--- src/rtl/awd_pkg.sv ---
package awd_pkg;

   typedef enum logic [1:0] {
      SEL_CTRL = 2'd0,
      SEL_BASE = 2'd1,
      SEL_RLO  = 2'd2,
      SEL_RHI  = 2'd3
   } awd_sel_e;

   // control word layout: enable, target, attribute, then size on the upper half
   localparam int EN_BIT  = 0;
   localparam int TGT_LSB = 1;
   localparam int GRAN    = 16;   // 64 KiB granule

endpackage

--- src/rtl/awd_window.sv ---
module awd_window
   import awd_pkg::*;
#(
   parameter int ADDR_W    = 32,
   parameter int TGT_W     = 4,
   parameter bit HAS_REMAP = 1'b1
) (
   input  logic                  clk,
   input  logic                  rst_n,
   input  logic                  we,
   input  awd_sel_e              wsel,
   input  logic [ADDR_W-1:0]     wdata,
   input  logic [ADDR_W-1:0]     addr,
   output logic                  hit,
   output logic [TGT_W-1:0]      tgt,
   output logic [GRAN-1-TGT_W-1:0] attr,
   output logic [2*ADDR_W-1:0]   xlat,
   output logic [ADDR_W-1:0]     ctrl_word,
   output logic [ADDR_W-1:0]     base_word,
   output logic [ADDR_W-1:0]     rlo_word,
   output logic [ADDR_W-1:0]     rhi_word
);

   localparam int SZ_W     = ADDR_W - GRAN;
   localparam int ATTR_W   = GRAN - 1 - TGT_W;
   localparam int ATTR_LSB = TGT_LSB + TGT_W;

   logic              en_q;
   logic [SZ_W-1:0]   size_q;
   logic [SZ_W-1:0]   base_q;
   logic [TGT_W-1:0]  tgt_q;
   logic [ATTR_W-1:0] attr_q;

   always_ff @(posedge clk or negedge rst_n) begin
      if (!rst_n) begin
         en_q   <= 1'b0;
         size_q <= '0;
         base_q <= '0;
         tgt_q  <= '0;
         attr_q <= '0;
      end else if (we) begin
         case (wsel)
            SEL_CTRL: begin
               en_q   <= wdata[EN_BIT];
               tgt_q  <= wdata[TGT_LSB +: TGT_W];
               attr_q <= wdata[ATTR_LSB +: ATTR_W];
               size_q <= wdata[ADDR_W-1:GRAN];
            end
            SEL_BASE: base_q <= wdata[ADDR_W-1:GRAN];
            default: ;
         endcase
      end
   end

   always_comb begin
      ctrl_word                       = '0;
      ctrl_word[EN_BIT]               = en_q;
      ctrl_word[TGT_LSB +: TGT_W]     = tgt_q;
      ctrl_word[ATTR_LSB +: ATTR_W]   = attr_q;
      ctrl_word[ADDR_W-1:GRAN]        = size_q;
   end

   assign base_word = {base_q, {GRAN{1'b0}}};
   assign hit  = en_q && (((addr[ADDR_W-1:GRAN] ^ base_q) & ~size_q) == '0);
   assign tgt  = tgt_q;
   assign attr = attr_q;

   generate
      if (HAS_REMAP) begin : g_remap
         logic [SZ_W-1:0]   rlo_q;
         logic [ADDR_W-1:0] rhi_q;
         always_ff @(posedge clk or negedge rst_n) begin
            if (!rst_n) begin
               rlo_q <= '0;
               rhi_q <= '0;
            end else if (we) begin
               if (wsel == SEL_RLO) rlo_q <= wdata[ADDR_W-1:GRAN];
               if (wsel == SEL_RHI) rhi_q <= wdata;
            end
         end
         assign xlat = {rhi_q,
                        (addr[ADDR_W-1:GRAN] & size_q) | (rlo_q & ~size_q),
                        addr[GRAN-1:0]};
         assign rlo_word = {rlo_q, {GRAN{1'b0}}};
         assign rhi_word = rhi_q;
      end else begin : g_plain
         assign xlat     = {{ADDR_W{1'b0}}, addr};
         assign rlo_word = '0;
         assign rhi_word = '0;
      end
   endgenerate

endmodule

--- src/rtl/awd_prio.sv ---
module awd_prio #(
   parameter int N      = 8,
   parameter int WIN_W  = 3,
   parameter int TGT_W  = 4,
   parameter int ATTR_W = 11,
   parameter int XW     = 64
) (
   input  logic [N-1:0]             hit_i,
   input  logic [N-1:0][TGT_W-1:0]  tgt_i,
   input  logic [N-1:0][ATTR_W-1:0] attr_i,
   input  logic [N-1:0][XW-1:0]     xlat_i,
   output logic                     any_o,
   output logic [WIN_W-1:0]         idx_o,
   output logic [TGT_W-1:0]         tgt_o,
   output logic [ATTR_W-1:0]        attr_o,
   output logic [XW-1:0]            xlat_o
);

   // ascending scan, first match claims the result
   always_comb begin
      any_o  = 1'b0;
      idx_o  = '0;
      tgt_o  = '0;
      attr_o = '0;
      xlat_o = '0;
      for (int i = 0; i < N; i++) begin
         if (hit_i[i] && !any_o) begin
            any_o  = 1'b1;
            idx_o  = WIN_W'(i);
            tgt_o  = tgt_i[i];
            attr_o = attr_i[i];
            xlat_o = xlat_i[i];
         end
      end
   end

endmodule

--- src/rtl/addr_win_decoder.sv ---
module addr_win_decoder
   import awd_pkg::*;
#(
   parameter int NUM_WIN   = 8,
   parameter int NUM_REMAP = 2,
   parameter int ADDR_W    = 32,
   parameter int TGT_W     = 4,
   localparam int WIN_W    = $clog2(NUM_WIN),
   localparam int ATTR_W   = GRAN - 1 - TGT_W,
   localparam int XW       = 2 * ADDR_W
) (
   input  logic              clk,
   input  logic              rst_n,
   input  logic              wr_en,
   input  logic [WIN_W-1:0]  wr_win,
   input  logic [1:0]        wr_sel,
   input  logic [ADDR_W-1:0] wr_data,
   input  logic [WIN_W-1:0]  rd_win,
   input  logic [1:0]        rd_sel,
   output logic [ADDR_W-1:0] rd_data,
   input  logic [ADDR_W-1:0] lk_addr,
   output logic              res_hit,
   output logic [WIN_W-1:0]  res_win,
   output logic [TGT_W-1:0]  res_tgt,
   output logic [ATTR_W-1:0] res_attr,
   output logic [XW-1:0]     res_addr
);

   generate
      if (NUM_WIN < 2)            begin : g_chk_n   $error("NUM_WIN must be at least 2");            end
      if (NUM_REMAP > NUM_WIN)    begin : g_chk_r   $error("NUM_REMAP exceeds NUM_WIN");            end
      if (ADDR_W <= GRAN)         begin : g_chk_a   $error("ADDR_W must exceed the granule width"); end
      if (TGT_W < 1 || TGT_W > GRAN - 2) begin : g_chk_t $error("TGT_W leaves no attribute bits"); end
   endgenerate

   logic [NUM_WIN-1:0]             w_hit;
   logic [NUM_WIN-1:0][TGT_W-1:0]  w_tgt;
   logic [NUM_WIN-1:0][ATTR_W-1:0] w_attr;
   logic [NUM_WIN-1:0][XW-1:0]     w_xlat;
   logic [NUM_WIN-1:0][ADDR_W-1:0] w_ctrl, w_base, w_rlo, w_rhi;

   genvar g;
   generate
      for (g = 0; g < NUM_WIN; g++) begin : g_win
         awd_window #(
            .ADDR_W    (ADDR_W),
            .TGT_W     (TGT_W),
            .HAS_REMAP (g < NUM_REMAP)
         ) u_win (
            .clk       (clk),
            .rst_n     (rst_n),
            .we        (wr_en && (wr_win == WIN_W'(g))),
            .wsel      (awd_sel_e'(wr_sel)),
            .wdata     (wr_data),
            .addr      (lk_addr),
            .hit       (w_hit[g]),
            .tgt       (w_tgt[g]),
            .attr      (w_attr[g]),
            .xlat      (w_xlat[g]),
            .ctrl_word (w_ctrl[g]),
            .base_word (w_base[g]),
            .rlo_word  (w_rlo[g]),
            .rhi_word  (w_rhi[g])
         );
      end
   endgenerate

   logic              any_hit;
   logic [WIN_W-1:0]  sel_idx;
   logic [TGT_W-1:0]  sel_tgt;
   logic [ATTR_W-1:0] sel_attr;
   logic [XW-1:0]     sel_xlat;

   awd_prio #(
      .N      (NUM_WIN),
      .WIN_W  (WIN_W),
      .TGT_W  (TGT_W),
      .ATTR_W (ATTR_W),
      .XW     (XW)
   ) u_prio (
      .hit_i  (w_hit),
      .tgt_i  (w_tgt),
      .attr_i (w_attr),
      .xlat_i (w_xlat),
      .any_o  (any_hit),
      .idx_o  (sel_idx),
      .tgt_o  (sel_tgt),
      .attr_o (sel_attr),
      .xlat_o (sel_xlat)
   );

   always_comb begin
      rd_data = '0;
      if (int'(rd_win) < NUM_WIN) begin
         case (awd_sel_e'(rd_sel))
            SEL_CTRL: rd_data = w_ctrl[rd_win];
            SEL_BASE: rd_data = w_base[rd_win];
            SEL_RLO:  rd_data = w_rlo[rd_win];
            default:  rd_data = w_rhi[rd_win];
         endcase
      end
   end

   always_ff @(posedge clk or negedge rst_n) begin
      if (!rst_n) begin
         res_hit  <= 1'b0;
         res_win  <= '0;
         res_tgt  <= '0;
         res_attr <= '0;
         res_addr <= '0;
      end else begin
         res_hit  <= any_hit;
         res_win  <= sel_idx;
         res_tgt  <= sel_tgt;
         res_attr <= sel_attr;
         res_addr <= any_hit ? sel_xlat : {{ADDR_W{1'b0}}, lk_addr};
      end
   end

endmodule

--- config.mk ---
export PLATFORM = sky130hd
export DESIGN_NAME = addr_win_decoder
export DESIGN_NICKNAME = d
export VERILOG_FILES = /design/src/rtl/awd_pkg.sv /design/src/rtl/awd_window.sv /design/src/rtl/awd_prio.sv /design/src/rtl/addr_win_decoder.sv
export SDC_FILE = /design/constraint.sdc
export NUM_CORES = 1
export LEC_CHECK = 0
export BUFFER_PORTS_ARGS = -buffer_cell sky130_fd_sc_hd__buf_4
export CAP_MARGIN = 15
export CORE_MARGIN = 3
export CORE_UTILIZATION = 44
export CTS_CLUSTER_SIZE = 28
export DETAILED_ROUTE_END_ITERATION = 12
export PLACE_DENSITY = 0.66
export SLEW_MARGIN = 15
export SYNTH_ARGS = -nofsm -noshare
export SYNTH_HDL_FRONTEND = slang
export SYNTH_SLANG_ARGS = --single-unit
--- constraint.sdc ---
create_clock -name clk -period 3.8 [get_ports clk]
set_clock_uncertainty 0.2 [all_clocks]
set_input_delay 0.19 -clock clk [delete_from_list [all_inputs] [get_ports clk]]
set_output_delay 0.19 -clock clk [all_outputs]
set_load 0.01 [all_outputs]
==> results.ini, run 1 <==
[critical_path]
crit_type = reg2reg
rr_startpoint = g_win[3].u_win.base_q[1]
path_max_fanout = 8
rr_worst_depth = 8
r2r-end = res_attr[0]
critPathCaptureType = flip-flop
arrival_ns = 3.77
r2r_setup_slack_ns = 0.36
startpoint_type = flip-flop
critPathRequiredTime_ns = 4.13

[global_routing]
grtUsageTotal = 0.269
antenna_found_initial = 12
grt_pass1_wl_um = 135000
grt_util_met1 = 0.361
use_met3 = 0.0563
grt_max_degree = 112
grt_use_met2 = 0.433
busiest_layer = met2
gr-total-overflow = 0
grt_pass1_vias = 20755

[floorplan]
core_area_sq_um = 62200
start_util = 0.448
die_y_um = 258
rows = 91
die_x_um = 258
io_pins = 192
die_area_sq_um = 66300

[yosys]
syn_area_sq_um = 27800
yosysTopAreaCell = dfrtp_1
ys_ff_latch = 563
synthArstFlopShare = 1.00
synth-seq-area-share = 0.506
synth.top_cell.area_share = 0.506
synth_top_flop_cell = dfrtp_1
yosysWarnings = 0
netlist_instances = 2148
synth.avg_cell_area_sq_um = 13.0
synth.distinct_cells = 57
syn-num-nets = 2225
ys_top_cells_by_area = dfrtp_1 51%, mux2_2 20%, mux4_2 7.8%, xnor2_1 4.0%, mux2i_1 2.3%
synth_edf_count = 0

[cts]
cts_inserted_buffers = 59
cts_resized = 0
htree_levels = 2
clk_path_buf_depth = 3
path_clk_slew_ns = 0.06
cts_tree = done
cts_num_sinks = 563
cts-root-buf = clkbuf_16
clk_latency_ns = 0.64

[pwr]
ir_drop_mv = 0.407
leakagePower_nw = 14.7
power_density_nw_per_um2 = 526

[placed_design]
dp_hpwl_um = 60900
dpl.cell_count = 3041
portBuffers = 191
place.gp.congestion = 0.948

[sta]
setup_tns_ns = 0
hold_viol_final = 0
tightestPinTransition_ns = 1.26
rsz0062_at_grt = false
fin_hold_ws_ns = 0.00580
max_freq_mhz = 291
period_share = 0.906
setup_viol = 0
maxSlewViolCount = 0
slew_headroom = 0.160
fin_crit_ns = 3.44

[layout]
drive_gt1_frac = 0.404
syn_to_final_growth_pct = 18.7
finish.net_count = 2421
stdcell_count = 3238

[routing]
via_count = 19858
wirelength_um = 90000
viasPerCell = 6.13
first_pass_iters = 5
first_iter_violations = 2057
wire_per_inst_um = 27.8
postRouteAntennaNets = 0
drc = 0

[min_path]
holdPathStages = 3
whs_endpoint = res_addr[23]
holdCritStartpoint = lk_addr[23]
hp-class = in2reg

[run_status]
outcome = finished, final reports clean

[run]
maxCapViolCount = 0

==> critical path, cell delays in order (launching register included) <==
cell and delay, ns:
dfrtp_1 0.40, xnor2_1 0.35, o22ai_1 0.13, nor4_1 0.35, nand3_1 0.35, nor4b_2 0.90, buf_4 0.33, a22oi_1 0.11
a31oi_1 0.20
==> cell type report <==
class | count | area, sq um
fill | 5302 | 29100
clock buffer | 91 | 1780
clock inverter | 20 | 287
timing repair buffer | 339 | 2890
inverter | 20 | 75.1
tap | 837 | 1050
sequential | 563 | 14100
multi-input combinational | 1361 | 12900
antenna | 7 | 17.5
==> report_power, final <==
| group | internal [W] | total, W | switching [W] |
|---|---|---|---|
| Clock | 0.00363 | 0.00612 | 0.00249 |
| Combinational | 0.00181 | 0.00327 | 0.00146 |
| Sequential | 0.00702 | 0.00799 | 0.000965 |
==> kinds of logic after synthesis <==
kind of cell / Yosys count / synth area share
compound gates: 309 / 0.0708
xor+xnor: 128 / 0.0408
buf+inv: 224 / 0.0339
flops: 563 / 0.506
mux: 656 / 0.301
simple gates: 268 / 0.0469
==> per-layer routing <==
metal / share of wire / vias to the layer above
met5: 0.00061 / -
met4: 0.040 / 8
met3: 0.089 / 192
met2: 0.47 / 1015
met1: 0.40 / 10349
li1: - / 8294
==> cell usage after synthesis (all sizes together), types with 9 or more instances <==
cell type,number
inv,20
nor2,67
clkbuf,114
a22o,30
o22ai,72
nor4,12
nand3,22
mux4,96
a221o,9
xnor2,128
o21ai,80
buf,90
mux2,495
nor3,35
nand2b,21
nand2,76
o32ai,11
dfrtp,563
a21oi,63
a22oi,15
mux2i,65
==> worst max path at each step <==
stage | from | to | slack (ns) | depth (start not counted)
after CTS | g_win[2].u_win.base_q[0] | res_tgt[1] | 0.58 | 8
after detailed placement | lk_addr[17] | res_attr[0] | 0.60 | 9
after global routing | g_win[3].u_win.base_q[1] | res_attr[7] | 0.24 | 8
after floorplan | g_win[5].u_win.base_q[2] | res_win[2] | 1.14 | 9
final | g_win[3].u_win.base_q[1] | res_attr[0] | 0.36 | 8
after global placement | lk_addr[17] | res_attr[3] | 0.58 | 10
==> per-stage QoR <==
| step | utilization | worst slack (ns) | power (W) | cell area [sq um] |
|---|---|---|---|---|
| after floorplan | - | 1.14 | 0.00995 | 27800 |
| after global placement | 0.485 | 0.576 | 0.0111 | 30200 |
| after detailed placement | 0.485 | 0.597 | 0.0112 | 30200 |
| after CTS | 0.531 | 0.581 | 0.0174 | 33000 |
| after global routing | 0.531 | 0.236 | 0.0181 | 33000 |
| final | 0.532 | 0.359 | 0.0174 | 33000 |
==> registers in the layout, summed over array words and instances (netlist names) <==
signal and flops:
res_addr 64, res_hit 1, g_win.u_win.g_remap.rlo_q 32, res_win 3, res_tgt 4, g_win.u_win.base_q 128
g_win.u_win.rhi_word 64, g_win.u_win.attr 88, g_win.u_win.size_q 128, res_attr 11, g_win.u_win.tgt 32, g_win.u_win.en_q 8
==> layout by cell type, fill, tap and decap left out, types with 5 or more instances in the layout <==
cell type      count
mux4_2            96
clkinv_2           7
nand2_1           75
nand2b_1          21
nor3_1            35
dfrtp_1          563
a21oi_1           63
mux2i_1           65
o32ai_1           11
a222oi_1           5
mux2_2           495
inv_1             20
buf_12             9
clkbuf_1          16
o21ai_0           80
nand3_1           21
a221o_1            9
a22o_1            30
dlygate4sd3_1     78
a22oi_1           15
nand4_1            5
nor4_1             8
o22ai_1           72
clkbuf_8          14
buf_4            249
bufinv_16          6
nor2b_1            6
diode_2            7
clkbuf_16         61
nor2_1            65
xnor2_1          126
==> timing repair <==
action	4_1_cts	5_1_grt
setup buffers	0	0
hold buffers	79	0
endpoints found under the hold margin	1035	0
(Power assumes the default switching activity.)
==> run 2: changes to the inputs <==
Settings changed: PLACE_DENSITY 0.66 to 0.71.
==> results.ini, run 2 (same netlist as run 1, synthesis figures left out) <==
[run_status]
outcome = finished, final reports clean

[routing]
postRouteAntennaNets = 0
wirelength_um = 89600
via_count = 19981
viasPerCell = 6.18
drc = 0
wire_per_inst_um = 27.7
first_iter_violations = 2021
first_pass_iters = 8

[critical_path]
crit_type = reg2reg
startpoint_type = flip-flop
arrival_ns = 3.92
path_max_fanout = 7
critPathCaptureType = flip-flop
critPathRequiredTime_ns = 4.08

[sta]
setup_tns_ns = 0
period_share = 0.957
fin_crit_ns = 3.64
setup_viol = 0
maxSlewViolCount = 0
hold_viol_final = 0
tightestPinTransition_ns = 1.27
slew_headroom = 0.153
rsz0062_at_grt = false
max_freq_mhz = 275

[pwr]
leakagePower_nw = 14.7
ir_drop_mv = 0.424
power_density_nw_per_um2 = 526

[cts]
clk_latency_ns = 0.66
cts_num_sinks = 563
cts-root-buf = clkbuf_16
path_clk_slew_ns = 0.06
cts_inserted_buffers = 60
htree_levels = 2
cts_resized = 0
clk_path_buf_depth = 3
cts_tree = done

[floorplan]
rows = 91
start_util = 0.448
die_x_um = 258
io_pins = 192
die_area_sq_um = 66300
die_y_um = 258
core_area_sq_um = 62200

[global_routing]
gr-total-overflow = 0
grtUsageTotal = 0.268
grt_pass1_wl_um = 134000
grt_pass1_vias = 20580
grt_max_degree = 143
antenna_found_initial = 6

[layout]
syn_to_final_growth_pct = 19.0
multiInputGateArea_sq_um = 12900
final_cell_mix = 563 x dfrtp_1, 495 x mux2_2, 246 x buf_4
finish.net_count = 2427
drive_gt1_frac = 0.404
area.sequential_sq_um = 14100
utilization = 0.533
fillCellCount = 5220
final_common_cell = dfrtp_1

[placed_design]
portBuffers = 191
dp_hpwl_um = 60000
place.gp.congestion = 0.925

[run]
maxCapViolCount = 0

[min_path]
hp-class = in2async

-- run 2: cell count changes in the layout (fill, tap and decap cells not counted), moves of 2 or more --
cell	before	now
buf_12	9	11
clkbuf_1	16	10
dlygate4sd3_1	78	84
buf_4	249	246
clkbuf_8	14	17
diode_2	7	4
clkinvlp_4	3	0
-- run 2: final cells by class --
type,count,area share
repair buffers,344,0.0895
flip-flops and latches,563,0.425
multi-input cells,1361,0.388
clock buffers,87,0.0535
inverters,20,0.00227
clock inverters,19,0.00929
well taps,837,0.0316
diodes,4,0.000302
-- run 2: power by group --
| group | leakage, nW | internal [W] | switching (W) | total [W] |
|---|---|---|---|---|
| Combinational | 6.47 | 0.00182 | 0.00146 | 0.00327 |
| Sequential | 7.20 | 0.00702 | 0.000963 | 0.00799 |
| Clock | 1.03 | 0.00364 | 0.00251 | 0.00615 |
-- run 2: worst max-delay path, stage by stage, from the launching register on --
cell	delay, ns
dfrtp_1	0.41
xnor2_1	0.42
nor2_1	0.10
nor4_1	0.51
buf_4	0.22
and3_1	0.34
nor2_1	0.27
buf_4	0.26
a221o_1	0.30
a22oi_1	0.27
a31oi_1	0.15
-- run 2: metal layers --
layer,vias up,track usage,part of all wire
li1,8273,-,-
met1,10393,0.357,0.39
met2,1094,0.427,0.47
met3,211,0.0548,0.097
met4,10,0.115,0.047
met5,-,0,0.00077
-- run 2: final timing paths --
kind	from	end	slack [ns]	cells past startpoint
worst max-delay path	g_win[1].u_win.base_q[11]	res_tgt[2]	0.16	10
worst min-delay path	rst_n	g_win[1].u_win.g_remap.rlo_q[15]	0.02	3
worst max register to register	g_win[1].u_win.base_q[11]	res_tgt[2]	0.16	10
worst min register to register	g_win[0].u_win.rhi_word[6]	res_addr[38]	0.30	2
max in group asynchronous	rst_n	g_win[5].u_win.base_q[1]	2.55	3
min in group clk	wr_sel[0]	g_win[7].u_win.attr[3]	0.03	4
-- run 2: timing repair --
item,CTS,global route
hold buffers,85,0
endpoints found under the hold margin,1075,0
endpoints found under the setup margin,0,0
setup buffers,0,0
-- run 2: stage by stage --
step                      setup slack [ns]  power (W)  instances  cell area, sq um  hold WS (ns)
after floorplan                       1.14    0.00995       2148             27800        -0.306
after global placement               0.445     0.0110       3040             30200       -0.0454
after detailed placement             0.377     0.0112       3040             30200       -0.0463
after CTS                            0.328     0.0174       3231             33100       0.00268
after global routing                0.0329     0.0181       3232             33100        0.0373
final                                0.164     0.0174       3235             33100        0.0193
